<file path="src/rtl/tx_arb_pkg.sv">
package tx_arb_pkg;
  localparam int ID_W    = 29;
  localparam int EXT_W   = 18;
  localparam int STD_W   = ID_W - EXT_W;
  localparam int PRIO_W  = 3;
  localparam int WIRE_W  = STD_W + EXT_W + 3;
  localparam int KEY_W   = PRIO_W + WIRE_W;

  typedef logic [KEY_W-1:0] key_t;

  // On-wire ordering: base id, RTR/SRR, IDE, extension, RTR
  function automatic key_t make_key(input logic [ID_W-1:0] id,
                                    input logic ide, input logic rtr,
                                    input logic [PRIO_W-1:0] prio,
                                    input logic lowest_buf, input logic prio_en);
    logic [WIRE_W-1:0] wire_id;
    if (ide) wire_id = {id[ID_W-1:EXT_W], 1'b1, 1'b1, id[EXT_W-1:0], rtr};
    else     wire_id = {id[ID_W-1:EXT_W], rtr, 1'b0, {EXT_W{1'b0}}, 1'b0};
    if (lowest_buf) make_key = '0;
    else            make_key = {(prio_en ? prio : {PRIO_W{1'b0}}), wire_id};
  endfunction
endpackage

</file>
<file path="src/rtl/tx_arb_trigger.sv">
module tx_arb_trigger #(
  parameter int NUM_BUF = 16,
  localparam int IDX_W = $clog2(NUM_BUF)
) (
  input  logic               clk_i,
  input  logic               rst_ni,
  input  logic               ev_crc_i,
  input  logic               ev_err_delim_i,
  input  logic               ev_intermission_i,
  input  logic               ev_freeze_exit_i,
  input  logic               idle_or_busoff_i,
  input  logic               cpu_cs_wr_i,
  input  logic [NUM_BUF-1:0] active_i,
  input  logic               win_valid_i,
  input  logic [IDX_W-1:0]   win_idx_i,
  output logic               start_o
);
  logic wr_pend_q;
  logic inter_ok;

  always_comb begin
    inter_ok = (win_valid_i && !active_i[win_idx_i]) || (!win_valid_i && wr_pend_q);
    start_o  = ev_crc_i || ev_err_delim_i || ev_freeze_exit_i ||
               (idle_or_busoff_i && cpu_cs_wr_i) ||
               (ev_intermission_i && inter_ok);
  end

  always_ff @(posedge clk_i or negedge rst_ni) begin
    if (!rst_ni)          wr_pend_q <= 1'b0;
    else if (start_o)     wr_pend_q <= 1'b0;
    else if (cpu_cs_wr_i) wr_pend_q <= 1'b1;
  end
endmodule

</file>
<file path="src/rtl/tx_arb_key_mux.sv">
module tx_arb_key_mux
  import tx_arb_pkg::*;
#(
  parameter int NUM_BUF = 16,
  localparam int IDX_W = $clog2(NUM_BUF)
) (
  input  logic [NUM_BUF-1:0]        active_i,
  input  logic [NUM_BUF*ID_W-1:0]   id_i,
  input  logic [NUM_BUF-1:0]        ide_i,
  input  logic [NUM_BUF-1:0]        rtr_i,
  input  logic [NUM_BUF*PRIO_W-1:0] prio_i,
  input  logic                      lowest_buf_i,
  input  logic                      prio_en_i,
  input  logic [IDX_W-1:0]          sel_i,
  output logic                      cand_active_o,
  output key_t                      cand_key_o
);
  key_t key_arr [NUM_BUF];

  for (genvar g = 0; g < NUM_BUF; g++) begin : g_key
    assign key_arr[g] = make_key(id_i[g*ID_W +: ID_W], ide_i[g], rtr_i[g],
                                 prio_i[g*PRIO_W +: PRIO_W], lowest_buf_i, prio_en_i);
  end

  assign cand_key_o    = key_arr[sel_i];
  assign cand_active_o = active_i[sel_i];
endmodule

</file>
<file path="src/rtl/tx_arb_scan.sv">
module tx_arb_scan
  import tx_arb_pkg::*;
#(
  parameter int NUM_BUF = 16,
  localparam int IDX_W = $clog2(NUM_BUF)
) (
  input  logic             clk_i,
  input  logic             rst_ni,
  input  logic             start_i,
  input  logic             cand_active_i,
  input  key_t             cand_key_i,
  output logic [IDX_W-1:0] scan_idx_o,
  output logic             busy_o,
  output logic             win_valid_o,
  output logic [IDX_W-1:0] win_idx_o
);
  logic             busy_q, best_v_q, win_v_q;
  logic [IDX_W-1:0] idx_q, best_idx_q, win_idx_q;
  key_t             best_key_q;
  logic             take, last, best_v_n;
  logic [IDX_W-1:0] best_idx_n;
  key_t             best_key_n;

  always_comb begin
    // strict compare keeps the earlier (lower) index on ties
    take       = cand_active_i && (!best_v_q || (cand_key_i < best_key_q));
    best_v_n   = best_v_q || take;
    best_key_n = take ? cand_key_i : best_key_q;
    best_idx_n = take ? idx_q : best_idx_q;
    last       = (idx_q == IDX_W'(NUM_BUF-1));
  end

  always_ff @(posedge clk_i or negedge rst_ni) begin
    if (!rst_ni) begin
      busy_q     <= 1'b0;
      idx_q      <= '0;
      best_v_q   <= 1'b0;
      best_key_q <= '0;
      best_idx_q <= '0;
      win_v_q    <= 1'b0;
      win_idx_q  <= '0;
    end else if (start_i) begin
      busy_q   <= 1'b1;
      idx_q    <= '0;
      best_v_q <= 1'b0;
    end else if (busy_q) begin
      best_v_q   <= best_v_n;
      best_key_q <= best_key_n;
      best_idx_q <= best_idx_n;
      idx_q      <= idx_q + 1'b1;
      if (last) begin
        busy_q    <= 1'b0;
        win_v_q   <= best_v_n;
        win_idx_q <= best_idx_n;
      end
    end
  end

  assign scan_idx_o  = idx_q;
  assign busy_o      = busy_q;
  assign win_valid_o = win_v_q;
  assign win_idx_o   = win_idx_q;


  restart_chk: assert property (@(posedge clk_i) disable iff (!rst_ni)
    start_i |=> (busy_q && (idx_q == '0)));


  hold_chk: assert property (@(posedge clk_i) disable iff (!rst_ni)
    (!busy_q && !start_i) |=> ($stable(win_v_q) && $stable(win_idx_q)));
endmodule

</file>
<file path="src/rtl/tx_arb_top.sv">
module tx_arb_top
  import tx_arb_pkg::*;
#(
  parameter int NUM_BUF = 16,
  localparam int IDX_W = $clog2(NUM_BUF)
) (
  input  logic                      clk_i,
  input  logic                      rst_ni,
  input  logic [NUM_BUF-1:0]        active_i,
  input  logic [NUM_BUF*ID_W-1:0]   id_i,
  input  logic [NUM_BUF-1:0]        ide_i,
  input  logic [NUM_BUF-1:0]        rtr_i,
  input  logic [NUM_BUF*PRIO_W-1:0] prio_i,
  input  logic                      lowest_buf_i,
  input  logic                      prio_en_i,
  input  logic                      ev_crc_i,
  input  logic                      ev_err_delim_i,
  input  logic                      ev_intermission_i,
  input  logic                      ev_freeze_exit_i,
  input  logic                      idle_or_busoff_i,
  input  logic                      cpu_cs_wr_i,
  output logic                      winner_valid_o,
  output logic [IDX_W-1:0]          winner_idx_o,
  output logic                      busy_o
);
  logic             start;
  logic             cand_active;
  key_t             cand_key;
  logic [IDX_W-1:0] scan_idx;

  tx_arb_trigger #(.NUM_BUF(NUM_BUF)) u_trigger (
    .clk_i, .rst_ni, .ev_crc_i, .ev_err_delim_i, .ev_intermission_i,
    .ev_freeze_exit_i, .idle_or_busoff_i, .cpu_cs_wr_i, .active_i,
    .win_valid_i(winner_valid_o), .win_idx_i(winner_idx_o), .start_o(start)
  );

  tx_arb_key_mux #(.NUM_BUF(NUM_BUF)) u_key_mux (
    .active_i, .id_i, .ide_i, .rtr_i, .prio_i, .lowest_buf_i, .prio_en_i,
    .sel_i(scan_idx), .cand_active_o(cand_active), .cand_key_o(cand_key)
  );

  tx_arb_scan #(.NUM_BUF(NUM_BUF)) u_scan (
    .clk_i, .rst_ni, .start_i(start), .cand_active_i(cand_active),
    .cand_key_i(cand_key), .scan_idx_o(scan_idx), .busy_o,
    .win_valid_o(winner_valid_o), .win_idx_o(winner_idx_o)
  );


  frame_ev_chk: assert property (@(posedge clk_i) disable iff (!rst_ni)
    (ev_crc_i || ev_err_delim_i || ev_freeze_exit_i) |=> busy_o);


  idle_wr_chk: assert property (@(posedge clk_i) disable iff (!rst_ni)
    (idle_or_busoff_i && cpu_cs_wr_i) |=> busy_o);
endmodule

</file>
<file path="config.mk">
export PLATFORM = sky130hd
export DESIGN_NAME = tx_arb_top
export DESIGN_NICKNAME = d
export VERILOG_FILES = /design/src/rtl/tx_arb_pkg.sv /design/src/rtl/tx_arb_trigger.sv /design/src/rtl/tx_arb_key_mux.sv /design/src/rtl/tx_arb_scan.sv /design/src/rtl/tx_arb_top.sv
export SDC_FILE = /design/constraint.sdc
export NUM_CORES = 1
export LEC_CHECK = 0
export BUFFER_PORTS_ARGS = -buffer_cell sky130_fd_sc_hd__buf_2
export CAP_MARGIN = 0
export CELL_PAD_IN_SITES_DETAIL_PLACEMENT = 0
export CELL_PAD_IN_SITES_GLOBAL_PLACEMENT = 2
export CORE_AREA = 2 2 224 226
export DETAILED_ROUTE_END_ITERATION = 7
export DIE_AREA = 0 0 226 228
export PLACE_DENSITY = 0.77
export SKIP_CTS_REPAIR_TIMING = 1
export SYNTH_ARGS = -nofsm -noshare
export SYNTH_HDL_FRONTEND = slang
export SYNTH_SLANG_ARGS = --single-unit
</file>
<file path="constraint.sdc">
create_clock -name clk_i -period 5.4 [get_ports clk_i]
set_clock_uncertainty 0.15 [all_clocks]
set_input_delay 0.54 -clock clk_i [delete_from_list [all_inputs] [get_ports clk_i]]
set_output_delay 0.54 -clock clk_i [all_outputs]
set_load 0.005 [all_outputs]
</file>
# --- After elaboration in Yosys (flattened, before gate mapping) ---
# Cells that the tools add are included.
word_totals:
  regBits: 51
  in_bits: 570
  out_inout_bits: 6
  word_cells: 101
op_classes:
  n_addsub: 1
  order_cmp: 4
  n_eq_ne: 1
  muxes: 65
  bitwise: 2
  n_reduce_logical: 20
op_table:
  columns: ["op", "n"]
  rows:
  - ["2-to-1 mux 35 bit", 18]
  - ["2-to-1 mux 21 bit", 16]
  - ["binary-select mux 35 bit (select 4 bit)", 1]
  - ["2-to-1 mux 3 bit", 16]
  - ["less-than comparator 35 bit", 1]
  - ["2-to-1 mux 4 bit", 3]
  - ["less-than comparator 4 x 5 -> 1 bit (second input constant)", 2]
  - ["2-to-1 mux 1 bit", 9]
  - ["binary-select mux 1 bit (select 4 bit)", 2]
  - ["logical OR 1 bit", 7]
  - ["AND reduction 3 bit", 2]
  - ["greater-or-equal comparator 5 bit (second input constant)", 1]
  - ["logical AND 1 bit", 5]
  - ["inverter 4 -> 5 bit", 1]
  - ["adder 4 x 1 -> 4 bit (second input constant)", 1]
  - ["== test 4 bit (second input constant)", 1]
  - ["nonzero test 2 bit", 2]
  - ["zero test 1 bit", 3]
  - ["AND reduction 2 bit", 1]
  - ["inverter 1 bit", 1]

# --- Depth between registers and ports, before layout ---
# Gate-level depths: netlist of run 1.
logic_depth:
  depth_word: 11
  depth_mapped: 22

# --- Hierarchy ---
# Synthesis of run 1 repeated with hierarchy kept, for this count alone.
hier_totals:
  cells_unflattened: 736
  area_unflattened_um2: 7507.2
modules_own_cells:
  columns: ["mod", "instances", "cells_per_inst", "area_per_inst_um2", "seq_area_each_um2"]
  rows:
  - ["tx_arb_key_mux", 1, 457, 4435.5, 0.0]
  - ["tx_arb_scan", 1, 252, 2849.0, 1251.2]
  - ["tx_arb_trigger", 1, 27, 222.7, 25.0]

# --- Least setup slack after synthesis of run 1 ---
# OpenSTA, ideal clock, no wires.
synth_path:
  path_kind: "register to register"
  start: "register u_scan.idx_q[0] (netlist: u_scan.scan_idx_o[0])"
  end: "register u_scan.best_key_q[19]"
  setup_ps: 125
  arrival_ps: 4985
  path_slack_ps: 139
  stages_incl_launch_ff: 17
  path_buffers: 5
  synth_period_minus_slack_ps: 5261
  cell_sequence: "dfrtp_1 buf_2 buf_2 buf_1 mux4_2 mux4_2 nor2b_1 ha_1 nand3_1 or4_1 or2_2 o2111a_1 a21oi_1 or4b_4 buf_6 buf_6 mux2_4"
synth_via:
  elab_chain_len: 8
synth_lines:
  columns: ["item", "line_no", "source"]
  rows:
  - ["from (decl)", "tx_arb_scan.sv:18", "logic [IDX_W-1:0] idx_q, best_idx_q, win_idx_q;"]
  - ["from (signal assigned)", "tx_arb_scan.sv:50", "idx_q <= idx_q + 1'b1;"]
  - ["inverter 4 -> 5 bit (implied by the code)", "tx_arb_key_mux.sv:25", "assign cand_key_o = key_arr[sel_i];"]
  - ["binary-select mux 35 bit (select 4 bit)", "tx_arb_key_mux.sv:25", null]
  - ["2-to-1 mux 35 bit (implied by the code) (2 in series)", "tx_arb_key_mux.sv:25", null]
  - ["via cand_key[29]", "tx_arb_top.sv:28", "key_t cand_key;"]
  - ["less-than comparator 35 bit", "tx_arb_scan.sv:26", "take = cand_active_i && (!best_v_q || (cand_key_i < best_key_q));"]
  - ["logical OR 1 bit", "tx_arb_scan.sv:26", null]
  - ["logical AND 1 bit", "tx_arb_scan.sv:26", null]
  - ["AND reduction 3 bit (no line)", null, null]
  - ["to (signal assigned)", "tx_arb_scan.sv:48", "best_key_q <= best_key_n;"]
  - ["to (decl)", "tx_arb_scan.sv:19", "key_t best_key_q;"]
# The timed path passes the listed nets, and every way through them passes these cells. The select of a mux whose other input is x is not followed.
# A chain may end at the register's enable or synchronous reset.

# --- Final worst setup path of run 1 ---
layout_path:
  start: "register u_scan.idx_q[0] (netlist: u_scan.scan_idx_o[0])"
  end: "register u_scan.best_idx_q[3]"
layout_via:
  elab_chain_len: 8
layout_lines:
  columns: ["item", "line_no", "source"]
  rows:
  - ["inverter 4 -> 5 bit (implied by the code)", "tx_arb_key_mux.sv:25", null]
  - ["binary-select mux 35 bit (select 4 bit)", "tx_arb_key_mux.sv:25", null]
  - ["2-to-1 mux 35 bit (implied by the code) (2 in series)", "tx_arb_key_mux.sv:25", null]
  - ["via cand_key[31]", "tx_arb_top.sv:28", null]
  - ["less-than comparator 35 bit", "tx_arb_scan.sv:26", null]
  - ["logical OR 1 bit", "tx_arb_scan.sv:26", null]
  - ["logical AND 1 bit", "tx_arb_scan.sv:26", null]
  - ["2-to-1 mux 4 bit", "tx_arb_scan.sv:29", "best_idx_n = take ? idx_q : best_idx_q;"]
  - ["to (signal assigned)", "tx_arb_scan.sv:49", "best_idx_q <= best_idx_n;"]
  - ["to (decl)", "tx_arb_scan.sv:18", null]
# The timed path passes the listed nets, and every way through them passes these cells. The select of a mux whose other input is x is not followed.

==> summary.md, run 1 <==
| Metric | Value |
|---|---|
| R2R depth | `13` |
| Total Neg Setup Slack | `0 ns` |
| Design Area, Final | `roughly 0.012 mm^2` |
| Unrepaired setup endpoints after global routing | `no` |
| Max VDD drop | `roughly 0.000097 V` |
| Leak pwr | `5.34 nW` |
| Psw | `between 500 and 600 uW` |
| Fin. Hold Viols | `0` |
| Post-Syn Area | `0.00812 mm^2` |
| Post-synth EDFFs | `0` |
| Post-synth top area share | `24.4%` |
| Finished Core Util | `around 25%` |
| Row cnt | `82` |
| CTS root buf | `clkbuf_16` |
| Num CTS Buffers | `5` |
| Core area | `just under 0.05 mm^2` |
| Unique masters post-synth | `between 60 and 70` |
| Drt pass-1 iters | `7` |
| Vias | `9,759` |
| Sequential share of the synthesized area | `approximately 16%` |
| Max Cap Viol | `0` |
| Residual DRC | `0` |
| Vias/cell | `4.71` |
| Fin crit share | `94.3%` |
| Syn_nets | `between 1,000 and 1,500` |
| Layout Cells excl Fill | `approximately 2,100` |
| CTS sink count | `51` |
| Power per cell area | `between 100 and 150 mW/mm^2` |
| Bufs and invs on worst path | `2` |
| # setup viols final | `0` |
| Routed wl met3 | `~3.4 mm` |
| Cells after DPL | `~2,100` |
| Share of layout cells above drive strength 1 | `roughly 56%` |
| Total die area | `around 0.05 mm^2` |
| Metal2 WL | `roughly 24 mm` |
| Area post-placement | `roughly 0.012 mm^2` |
| WL/cell | `24.5 um` |
| Placer Congestion | `approximately 0.96` |
| Top cells by area, synth | `mux4_2 (24%), dfrtp_1 (16%), mux2_2 (5.8%)` |
| Synthesis Warnings | `0` |
| Wire length after detailed routing | `about 50 mm` |
| Mapped Cells | `roughly 840` |
| Reg clk slew, reported paths | `around 0.070 ns` |
| R2r setup slk | `about 0.31 ns` |
| Fmax | `slightly below 200 MHz` |
| Top sig layer | `met5` |
| Async SR Flop Fraction | `100%` |
| H-tree Lvls | `2` |
| DRT iter0 DRCs | `514` |
| Synth Flop Type | `dfrtp_1` |
| ANT nets after route | `0` |
| Worst slew margin | `30.9%` |
| CP startpoint kind | `flop` |
| Part of the power in combinational logic | `between 40% and 50%` |
| Least-Margin Pin Slew | `around 1 ns` |
| Overall Power | `~1.6 mW` |
| Hold WC Path Type | `input pin to asynchronous set/reset pin` |
| Run status | `finished clean` |
| GRT Util Overall | `approximately a fifth` |
| Crit path DAT | `just over 5 ns` |
| DPL Wire Length | `about 44 mm` |
| Stages on worst setup path | `13` |
| IO Port Bufs | `between 500 and 600` |
| Sw frac | `33.7%` |
| Largest net degree at the start of global routing | `52` |
| CP Cell Sequence | `buf_12 > mux4_2 > mux4_2 > nor2b_1 > ha_1 > nand2_1 > or4_1 > or2_2 > o2111a_1 > a21oi_1 > or4b_4 > buf_4 > mux2_2` |
| Cell family with most CP delay | `multiplexers` |
| Final Net Count | `approximately 2,000` |
| Crit Path Class | `flop to flop` |
| Met1 WL | `~23 mm` |
| Clock Power Share | `about a quarter` |
| Max incr delay on CP | `between 0.7 and 0.8 ns` |
| Die H | `228 um` |
| Antenna violations before repair | `13` |
| CTS max path bufs | `2` |
| CTS tree | `yes` |
| Max-slew violations | `0` |
| P_int | `between 1 and 1.5 mW` |
| Initial Util | `16.5%` |
| Worst path required time | `around 5.4 ns` |
| First-pass GRT wire length | `just over 70 mm` |
| Tmin final | `5.09 ns` |
| IO Pins | `576` |
| Die width | `approximately 230 um` |
| Post-synthesis area per instance | `9.71 um^2` |
| Maximum fanout along the worst path | `32` |
| FF+latch count, synth | `a little over 50` |
| Crit end category | `flop` |
| Grt ovf | `0` |
| Slowest CP cell | `dfrtp_4` |
| Area Overhead vs Synth | `49.1%` |
| Post-synth top area cell | `mux4_2` |
| Most used cell, CP | `mux4_2` |
| Reg power frac | `between 20 and 30%` |
| Vias in the first global route | `a little over 10,000` |
| Clock Latency Late Sink | `between 0.3 and 0.4 ns` |
[synthesized netlist by cell type (all sizes together), types with 5 or more instances]
master	count
inv	43
a311oi	5
nor2b	25
a221o	6
nor3	23
dfrtp	51
ha	35
a221oi	33
and2	8
a22oi	33
a32oi	9
mux2i	47
nand4	6
a22o	7
o221ai	6
o21ai	38
nand3	18
clkbuf	44
mux2	51
nor2	50
buf	33
and3	12
nand2b	10
o21a	5
a211oi	22
mux4	88
a21o	7
o22ai	9
a31oi	10
a21oi	28
nand2	26
[logic make-up (layout without fill, tap and decap cells)]
logic type,Yosys count,after routing,share of synthesized area (%)
AO/OA/AOI/OAI,238,238,21.2
AND/OR/NAND/NOR,203,203,13.3
multiplexers,186,186,37.7
buffers and inverters,121,675,6.41
flip-flops,51,51,15.7
adder cells (fa/ha/maj),35,35,5.39
XOR/XNOR,3,3,0.323
other,0,8,0
[cell type report]
cell class / count / area (um^2)
Sequential cell: 51 / 1280
Clock inverter: 3 / 43.8
Antenna cell: 8 / 20.0
Fill cell: 5436 / 37200
Tap cell: 672 / 841
Inverter: 44 / 165
Multi-Input combinational cell: 665 / 6330
Clock buffer: 5 / 125
Timing Repair Buffer: 623 / 3300
[per-layer routing]
layer,up-vias,GRT usage [%]
li1,4489,-
met1,4814,25.8
met2,390,31.4
met3,50,4.57
met4,16,3.10
met5,-,0
[power by group through the flow]
stage	Combinational (mW)	Sequential (mW)	Clock [mW]
4_1_cts	0.753	0.461	0.396
2_1_floorplan	0.376	0.455	0
6_report	0.745	0.461	0.379
5_1_grt	0.818	0.469	0.404
3_3_place_gp	0.739	0.467	0
3_5_place_dp	0.749	0.468	0
[per-stage QoR]
| step | hold WS [ns] | setup WS, ns |
|---|---|---|
| after global placement | 0.337 | 0.262 |
| after global routing | 0.299 | 0.00342 |
| after CTS | 0.255 | 0.241 |
| final | 0.227 | 0.308 |
| after floorplan | 0.0944 | 0.139 |
| after detailed placement | 0.342 | 0.268 |
[state kept, by name (all words and copies together) (netlist names)]
| name | flops |
|---|---|
| u_scan.scan_idx_o | 4 |
| u_scan.win_idx_o | 4 |
| u_scan.best_key_q | 35 |
| u_scan.busy_o | 1 |
| u_scan.win_valid_o | 1 |
| u_scan.best_v_q | 1 |
| u_trigger.wr_pend_q | 1 |
| u_scan.best_idx_q | 4 |
[cells in the final DEF (no fill, tap or decap), types with 6 or more instances in the layout]
cell type  instances
buf_4             43
nand3_1           18
ha_1              35
mux2_2            42
dfrtp_1           48
a32oi_1            9
nand4_1            6
a21o_1             7
inv_1             42
a221o_1            6
nand2b_1          10
mux4_2            88
mux2i_1           47
buf_2            575
o221ai_1           6
nor3_1            23
o21ai_0           37
a22oi_1           33
nor2b_1           25
nor2_1            50
and2_1             6
a22o_1             7
mux2_4             9
a31oi_1           10
a21oi_1           28
a211oi_1          22
nand2_1           26
a221oi_1          32
diode_2            8
o22ai_1            9
and3_1            11
[final timing paths]
path,endpoint,start
max in group asynchronous,u_scan.scan_idx_o[0],rst_ni
worst max register to register,u_scan.best_idx_q[3],u_scan.scan_idx_o[0]
worst max-delay path,u_scan.best_idx_q[3],u_scan.scan_idx_o[0]
min in group clk_i,u_scan.best_key_q[8],u_scan.best_key_q[8]
worst min register to register,u_scan.best_key_q[8],u_scan.best_key_q[8]
worst min-delay path,u_scan.best_key_q[18],rst_ni
(Power assumes the default switching activity.)
==> inputs of run 2 (changes only) <==
==> constraint.sdc (replaced) <==
create_clock -name clk_i -period 5.4 [get_ports clk_i]
set_clock_uncertainty 0.15 [all_clocks]
set_input_delay 0 -clock clk_i [delete_from_list [all_inputs] [get_ports clk_i]]
set_output_delay 0 -clock clk_i [all_outputs]
set_load 0.005 [all_outputs]
==> run 2 against run 1 <==
  * Cell area unchanged
  * Maximum frequency down 0.63%
  * Sequential power about the same
  * Critical path depth unchanged
  * Total power down 1.9%
  * Count of clock-buffer cells in the layout unchanged
==> summary.md, run 2 (synthesized netlist as in run 1, its figures left out) <==
| Metric | Value |
|---|---|
| CTS sink count | `51 (unchanged)` |
| Maximum fanout along the worst path | `35 (was 32)` |
| R2r setup slk | `0.28 ns (was 0.31 ns)` |
| Commonest non-fill, non-tap cells in the layout | `buf_2 (575), mux4_2 (88), nor2_1 (50) (unchanged)` |
| Least-Margin Pin Slew | `1.00 ns (was 1.03 ns)` |
| IO Pins | `576 (unchanged)` |
| Worst path required time | `5.45 ns (was 5.44 ns)` |
| Place WS | `0.297 ns (was 0.268 ns)` |
| Clock Power Share | `21.9% (was 23.9%)` |
| CTS root buf | `clkbuf_16 (unchanged)` |
| Fin crit share | `94.9% (was 94.3%)` |
| Cell family with most CP delay | `simple AND/OR/NAND/NOR gates (was multiplexers)` |
| Reg clk slew, reported paths | `0.08 ns (was 0.07 ns)` |
| Max VDD drop | `0.0000954 V (was 0.0000967 V)` |
| Hold WC Path Type | `input pin to flop (was input pin to asynchronous set/reset pin)` |
| GRT Util Overall | `19.1% (was 19.2%)` |
| Vias in the first global route | `10,300 (about the same)` |
| DRT iter0 DRCs | `787 (was 514)` |
| Worst slew margin | `32.8% (was 30.9%)` |
| Vias | `9,930 (was 9,759)` |
| Largest net degree at the start of global routing | `52 (unchanged)` |
| Row cnt | `82 (unchanged)` |
| Reg power frac | `29.7% (was 29.1%)` |
| Psw | `545 uW (was 534 uW)` |
| Tmin final | `5.12 ns (was 5.09 ns)` |
| H-tree Lvls | `2 (unchanged)` |
| Crit Path Class | `flop to flop (unchanged)` |
| ANT nets after route | `0 (unchanged)` |
| Part of the power in combinational logic | `48.3% (was 47.0%)` |
| Min-Delay Startpoint | `prio_en_i` |
| Sw frac | `35.1% (was 33.7%)` |
| R2R depth | `13 (unchanged)` |
| Crit path DAT | `5.17 ns (was 5.13 ns)` |
| Crit end category | `flop (unchanged)` |
| Max incr delay on CP | `0.77 ns (was 0.72 ns)` |
| Worst r2r dst | `u_scan.best_key_q[32] (was u_scan.best_idx_q[3])` |
| CP Cell Sequence | `buf_12 > mux4_2 > mux4_2 > nor2b_1 > ha_1 > nand3_1 > or4_1 > or2_2 > o2111a_1 > a21oi_1 > or4b_4 > buf_12 > mux2_2 (was buf_12 > mux4_2 > mux4_2 > nor2b_1 > ha_1 > nand2_1 > or4_1 > or2_2 > o2111a_1 > a21oi_1 > or4b_4 > buf_4 > mux2_2)` |
| Grt ovf | `0 (unchanged)` |
| Unrepaired setup endpoints after global routing | `no (unchanged)` |
| Layout Cells excl Fill | `2,074 (was 2,071)` |
| Hold path cells | `4` |
| Power per cell area | `128 mW/mm^2 (was 131 mW/mm^2)` |
| Largest Register | `u_scan.best_key_q (unchanged)` |
| Num CTS Buffers | `5 (unchanged)` |
| # setup viols final | `0 (unchanged)` |
| Run status | `finished clean (unchanged)` |
| Die width | `226 um (unchanged)` |
| Leak pwr | `5.34 nW (about the same)` |
| Fin. Hold Viols | `0 (unchanged)` |
| P_int | `1.01 mW (was 1.05 mW)` |
| Max-slew violations | `0 (unchanged)` |
| Slowest CP cell | `dfrtp_4 (unchanged)` |
| Cells after DPL | `2,055 (unchanged)` |
| Initial Util | `16.5% (unchanged)` |
| Core area | `0.0493 mm^2 (unchanged)` |
| Bufs and invs on worst path | `2 (unchanged)` |
| Share of layout cells above drive strength 1 | `56.0% (was 56.1%)` |
| CTS tree | `yes (unchanged)` |
| Clock Latency Late Sink | `0.31 ns (about the same)` |
| Final Net Count | `1,997 (was 1,995)` |
| Placer Congestion | `0.926 (was 0.957)` |
| Stages on worst setup path | `13 (unchanged)` |
| CP startpoint kind | `flop (unchanged)` |
| Total die area | `0.0515 mm^2 (unchanged)` |
| Antenna violations before repair | `17 (was 13)` |
| WL/cell | `24.5 um (about the same)` |
| Max Cap Viol | `0 (unchanged)` |
| CTS max path bufs | `2 (unchanged)` |
| Reg-to-reg startpoint | `u_scan.scan_idx_o[0] (unchanged)` |
| DPL Wire Length | `43.9 mm (was 43.6 mm)` |
| Wire length after detailed routing | `50.7 mm (about the same)` |
| Residual DRC | `0 (unchanged)` |
| Drt pass-1 iters | `5 (was 7)` |
| Final worst slack | `0.276 ns (was 0.308 ns)` |
| IO Port Bufs | `575 (unchanged)` |
| Worst Hold Endpoint | `u_scan.best_key_q[32]` |
| Number of flip-flops in the largest register | `35 (unchanged)` |
| Total Neg Setup Slack | `0 ns (unchanged)` |
| Fmax | `195 MHz (was 196 MHz)` |
| Area Overhead vs Synth | `49.1% (unchanged)` |
| Most common cell after layout, fill and taps aside | `buf_2 (unchanged)` |
| Vias/cell | `4.79 (was 4.71)` |
| Finished Core Util | `24.5% (unchanged)` |
| First-pass GRT wire length | `71.5 mm (was 71.0 mm)` |
| Die H | `228 um (unchanged)` |
run 2: cell count changes in the layout (fill, tap and decap cells not counted), sizes merged:
cell	delta
clkinv	-1
dlygate4sd3	+2
inv	+2
bufinv	-1
diode	+1
run 2: metal layers:
metal	track usage (%)	share of wire, %	vias up
li1	-	-	4500
met1	26.4	46	4939
met4	3.79	1.3	16
met5	0.854	0.22	-
met3	4.60	7.1	49
met2	30.2	46	426
run 2: area by class of cell:
class / instances / area [um^2]
Antenna cell: 9 / 22.5
Clock buffer: 5 / 125
Clock inverter: 3 / 22.5
Fill cell: 5434 / 37200
Inverter: 44 / 165
Multi-Input combinational cell: 665 / 6330
Sequential cell: 51 / 1280
Tap cell: 672 / 841
Timing Repair Buffer: 625 / 3320
run 2: worst register-to-register path: stages, from the launching register on:
cell      delay, ns
dfrtp_4        0.77
buf_12         0.34
mux4_2         0.59
mux4_2         0.49
nor2b_1        0.16
ha_1           0.30
nand3_1        0.12
or4_1          0.60
or2_2          0.33
o2111a_1       0.25
a21oi_1        0.17
or4b_4         0.19
buf_12         0.18
mux2_2         0.36
run 2: power groups by stage:
| stage | Sequential, mW | Clock (mW) | Combinational [mW] |
|---|---|---|---|
| 2_1_floorplan | 0.455 | 0 | 0.376 |
| 3_3_place_gp | 0.468 | 0 | 0.742 |
| 3_5_place_dp | 0.469 | 0 | 0.750 |
| 4_1_cts | 0.462 | 0.356 | 0.753 |
| 5_1_grt | 0.469 | 0.363 | 0.821 |
| 6_report | 0.462 | 0.341 | 0.751 |
run 2: worst max-delay path by stage:
stage | start | endpoint | slack (ns)
after floorplan | u_scan.scan_idx_o[0] | u_scan.best_key_q[19] | 0.14
after global placement | u_scan.scan_idx_o[0] | u_scan.best_key_q[28] | 0.32
after detailed placement | u_scan.scan_idx_o[0] | u_scan.best_key_q[32] | 0.30
after CTS | u_scan.scan_idx_o[0] | u_scan.best_key_q[32] | 0.27
after global routing | u_scan.scan_idx_o[0] | u_scan.best_key_q[25] | 0.05
final | u_scan.scan_idx_o[0] | u_scan.best_key_q[32] | 0.28
run 2: stage by stage:
step	cell area (um^2)	hold WS [ns]	power [mW]
global route	12100	0.124	1.65
global placement	11900	0.0501	1.21
finish	12100	0.0814	1.55
detailed placement	11900	0.0556	1.22
floorplan	8120	-0.446	0.831
CTS	12100	-0.282	1.57
==> inputs of run 3 (changes only) <==
clock period = 4.4 ns   (was 5.4 ns; I/O delays follow)
==> run 3 against run 2 <==
  * The flow now finishes with violations (setup timing)
  * Wire length grew 3.6%
  * Cell count grew 5.1%
  * Maximum frequency grew 10%
  * Non-clock buffer count grew 111
  * Count of clock-buffer cells in the layout is the same
  * Critical path type unchanged
  * Largest power group unchanged
==> summary.md, run 3 (synthesized netlist as in run 1, its figures left out) <==
| Metric | Value |
|---|---|
| Area Overhead vs Synth | `69.6% (was 49.1%)` |
| Fin. Hold Viols | `0 (unchanged)` |
| Crit path DAT | `4.70 ns (was 5.17 ns)` |
| Core area | `0.0493 mm^2 (unchanged)` |
| Die H | `228 um (unchanged)` |
| Number of flip-flops in the largest register | `35 (unchanged)` |
| Commonest non-fill, non-tap cells in the layout | `buf_2 (575), buf_4 (116), mux4_2 (88) (was buf_2 (575), mux4_2 (88), nor2_1 (50))` |
| Num CTS Buffers | `5 (unchanged)` |
| Least-Margin Pin Slew | `1.03 ns (was 1.00 ns)` |
| ANT nets after route | `0 (unchanged)` |
| Run status | `complete, but fails checks (was finished clean)` |
| Max-slew violations | `0 (unchanged)` |
| Wire length after detailed routing | `52.5 mm (was 50.7 mm)` |
| DPL Wire Length | `45.2 mm (was 43.9 mm)` |
| Layout Cells excl Fill | `2,180 (was 2,074)` |
| Worst path required time | `4.44 ns (was 5.45 ns)` |
| Clock Latency Late Sink | `0.31 ns (about the same)` |
| Vias in the first global route | `10,500 (was 10,300)` |
| H-tree Lvls | `2 (unchanged)` |
| Largest net degree at the start of global routing | `52 (unchanged)` |
| Drt pass-1 iters | `5 (unchanged)` |
| Cells after DPL | `2,140 (was 2,055)` |
| DRT iter0 DRCs | `572 (was 787)` |
| Leak pwr | `6.15 nW (was 5.34 nW)` |
| CTS root buf | `clkbuf_16 (unchanged)` |
| # setup viols final | `40 (was 0)` |
| CTS max path bufs | `2 (unchanged)` |
| Crit Path Class | `flop to flop (unchanged)` |
| CP startpoint kind | `flop (unchanged)` |
| Hold WC Path Type | `input pin to flop (unchanged)` |
| Final Net Count | `2,108 (was 1,997)` |
| Vias | `10,300 (was 9,930)` |
| Most common cell after layout, fill and taps aside | `buf_2 (unchanged)` |
| Vias/cell | `4.75 (was 4.79)` |
| CTS sink count | `51 (unchanged)` |
| Fin crit share | `106% (was 94.9%)` |
| Sw frac | `33.8% (was 35.1%)` |
| Fill cell total of the finished layout | `5,330 (was 5,434)` |
| Residual DRC | `0 (unchanged)` |
| Antenna violations before repair | `10 (was 17)` |
| Die width | `226 um (unchanged)` |
| Reg clk slew, reported paths | `0.07 ns (was 0.08 ns)` |
| Unrepaired setup endpoints after global routing | `yes (was no)` |
| Row cnt | `82 (unchanged)` |
| IO Port Bufs | `575 (unchanged)` |
| WL/cell | `24.1 um (was 24.5 um)` |
| Max Cap Viol | `0 (unchanged)` |
| Clock Power Share | `22.1% (was 21.9%)` |
| Overall Power | `2.16 mW (was 1.55 mW)` |
| Max VDD drop | `0.000116 V (was 0.0000954 V)` |
| GRT Util Overall | `19.5% (was 19.1%)` |
| Initial Util | `16.5% (unchanged)` |
| First-pass GRT wire length | `73.2 mm (was 71.5 mm)` |
| P_int | `1.43 mW (was 1.01 mW)` |
| Placer Congestion | `0.962 (was 0.926)` |
| Final worst slack | `-0.258 ns (was 0.276 ns)` |
| Power per cell area | `157 mW/mm^2 (was 128 mW/mm^2)` |
| Finished Core Util | `27.9% (was 24.5%)` |
| Worst slew margin | `31.0% (was 32.8%)` |
| Tmin final | `4.66 ns (was 5.12 ns)` |
| Maximum fanout along the worst path | `16 (was 35)` |
| Reg power frac | `26.0% (was 29.7%)` |
| Place WS | `-0.389 ns (was 0.297 ns)` |
| Part of the power in combinational logic | `51.9% (was 48.3%)` |
| Crit end category | `flop (unchanged)` |
| Largest Register | `u_scan.best_key_q (unchanged)` |
| Grt ovf | `0 (unchanged)` |
| IO Pins | `576 (unchanged)` |
| Failing checks | `setup timing` |
| CTS tree | `yes (unchanged)` |
| Total die area | `0.0515 mm^2 (unchanged)` |
| Share of layout cells above drive strength 1 | `63.7% (was 56.0%)` |
| Fmax | `215 MHz (was 195 MHz)` |
| Total Neg Setup Slack | `-8.88 ns (was 0 ns)` |
| Psw | `731 uW (was 545 uW)` |
[run 3: changes by cell type in the layout (fill, tap and decap cells not counted), moves of 6 or more]
cell	delta
ha_4	+11
buf_4	+73
buf_6	+10
a221oi_1	-6
o21ai_1	+10
nor2b_4	+13
nor2b_1	-14
ha_1	-11
o21ai_0	-11
buf_12	+18
a221oi_2	+6
[run 3: final timing paths]
check	depth (start not counted)	slack [ns]	to	start
min in group asynchronous	3	0.23	u_scan.best_key_q[18]	rst_ni
worst min-delay path	5	0.03	u_scan.scan_idx_o[0]	ev_freeze_exit_i
worst min register to register	1	0.36	u_scan.best_key_q[29]	u_scan.best_key_q[29]
worst max-delay path	15	-0.26	u_scan.best_key_q[30]	u_scan.scan_idx_o[0]
worst max register to register	15	-0.26	u_scan.best_key_q[30]	u_scan.scan_idx_o[0]
max in group asynchronous	3	3.30	u_scan.scan_idx_o[1]	rst_ni
[run 3: critical path, cell delays in order, from the launching register on]
cell	delay, ns
dfrtp_4	0.51
buf_12	0.16
buf_16	0.15
buf_12	0.14
mux4_2	0.40
mux4_2	0.53
nor2b_4	0.17
ha_4	0.28
nand3_2	0.06
or4_4	0.56
or2_4	0.24
o2111a_1	0.26
a21oi_2	0.15
or4b_4	0.23
buf_12	0.18
mux2_2	0.35
[run 3: per-stage QoR]
stage | hold slack, ns | cell area [um^2]
6_report | 0.0302 | 13800
3_5_place_dp | 0.0448 | 12900
2_1_floorplan | -0.446 | 8320
4_1_cts | -0.291 | 13000
5_1_grt | 0.0504 | 13800
3_3_place_gp | 0.0345 | 12900
[run 3: final cells by class]
class / instances / area [um^2] / share of cell area, %
Tap cell: 672 / 841 / 6.10
Multi-Input combinational cell: 665 / 6760 / 49.0
Timing Repair Buffer: 736 / 4550 / 33.0
Antenna cell: 4 / 10.0 / 0.0727
Clock inverter: 3 / 43.8 / 0.318
Clock buffer: 5 / 125 / 0.908
Sequential cell: 51 / 1280 / 9.33
Inverter: 44 / 165 / 1.20
[run 3: power groups by stage]
stage / clock [mW] / combinational (mW) / sequential, mW
global placement: 0 / 1.01 / 0.571
finish: 0.478 / 1.12 / 0.562
floorplan: 0 / 0.490 / 0.559
global route: 0.501 / 1.22 / 0.570
CTS: 0.486 / 1.03 / 0.564
detailed placement: 0 / 1.02 / 0.573
[run 3: routing by layer]
layer  global-route usage, %  vias up  wire length [um]
li1                        -     4714                 -
met3                    3.16       43              2900
met4                    2.52        8               550
met1                    27.7     5209             24600
met5                       0        -                51
met2                    31.6      372             24400
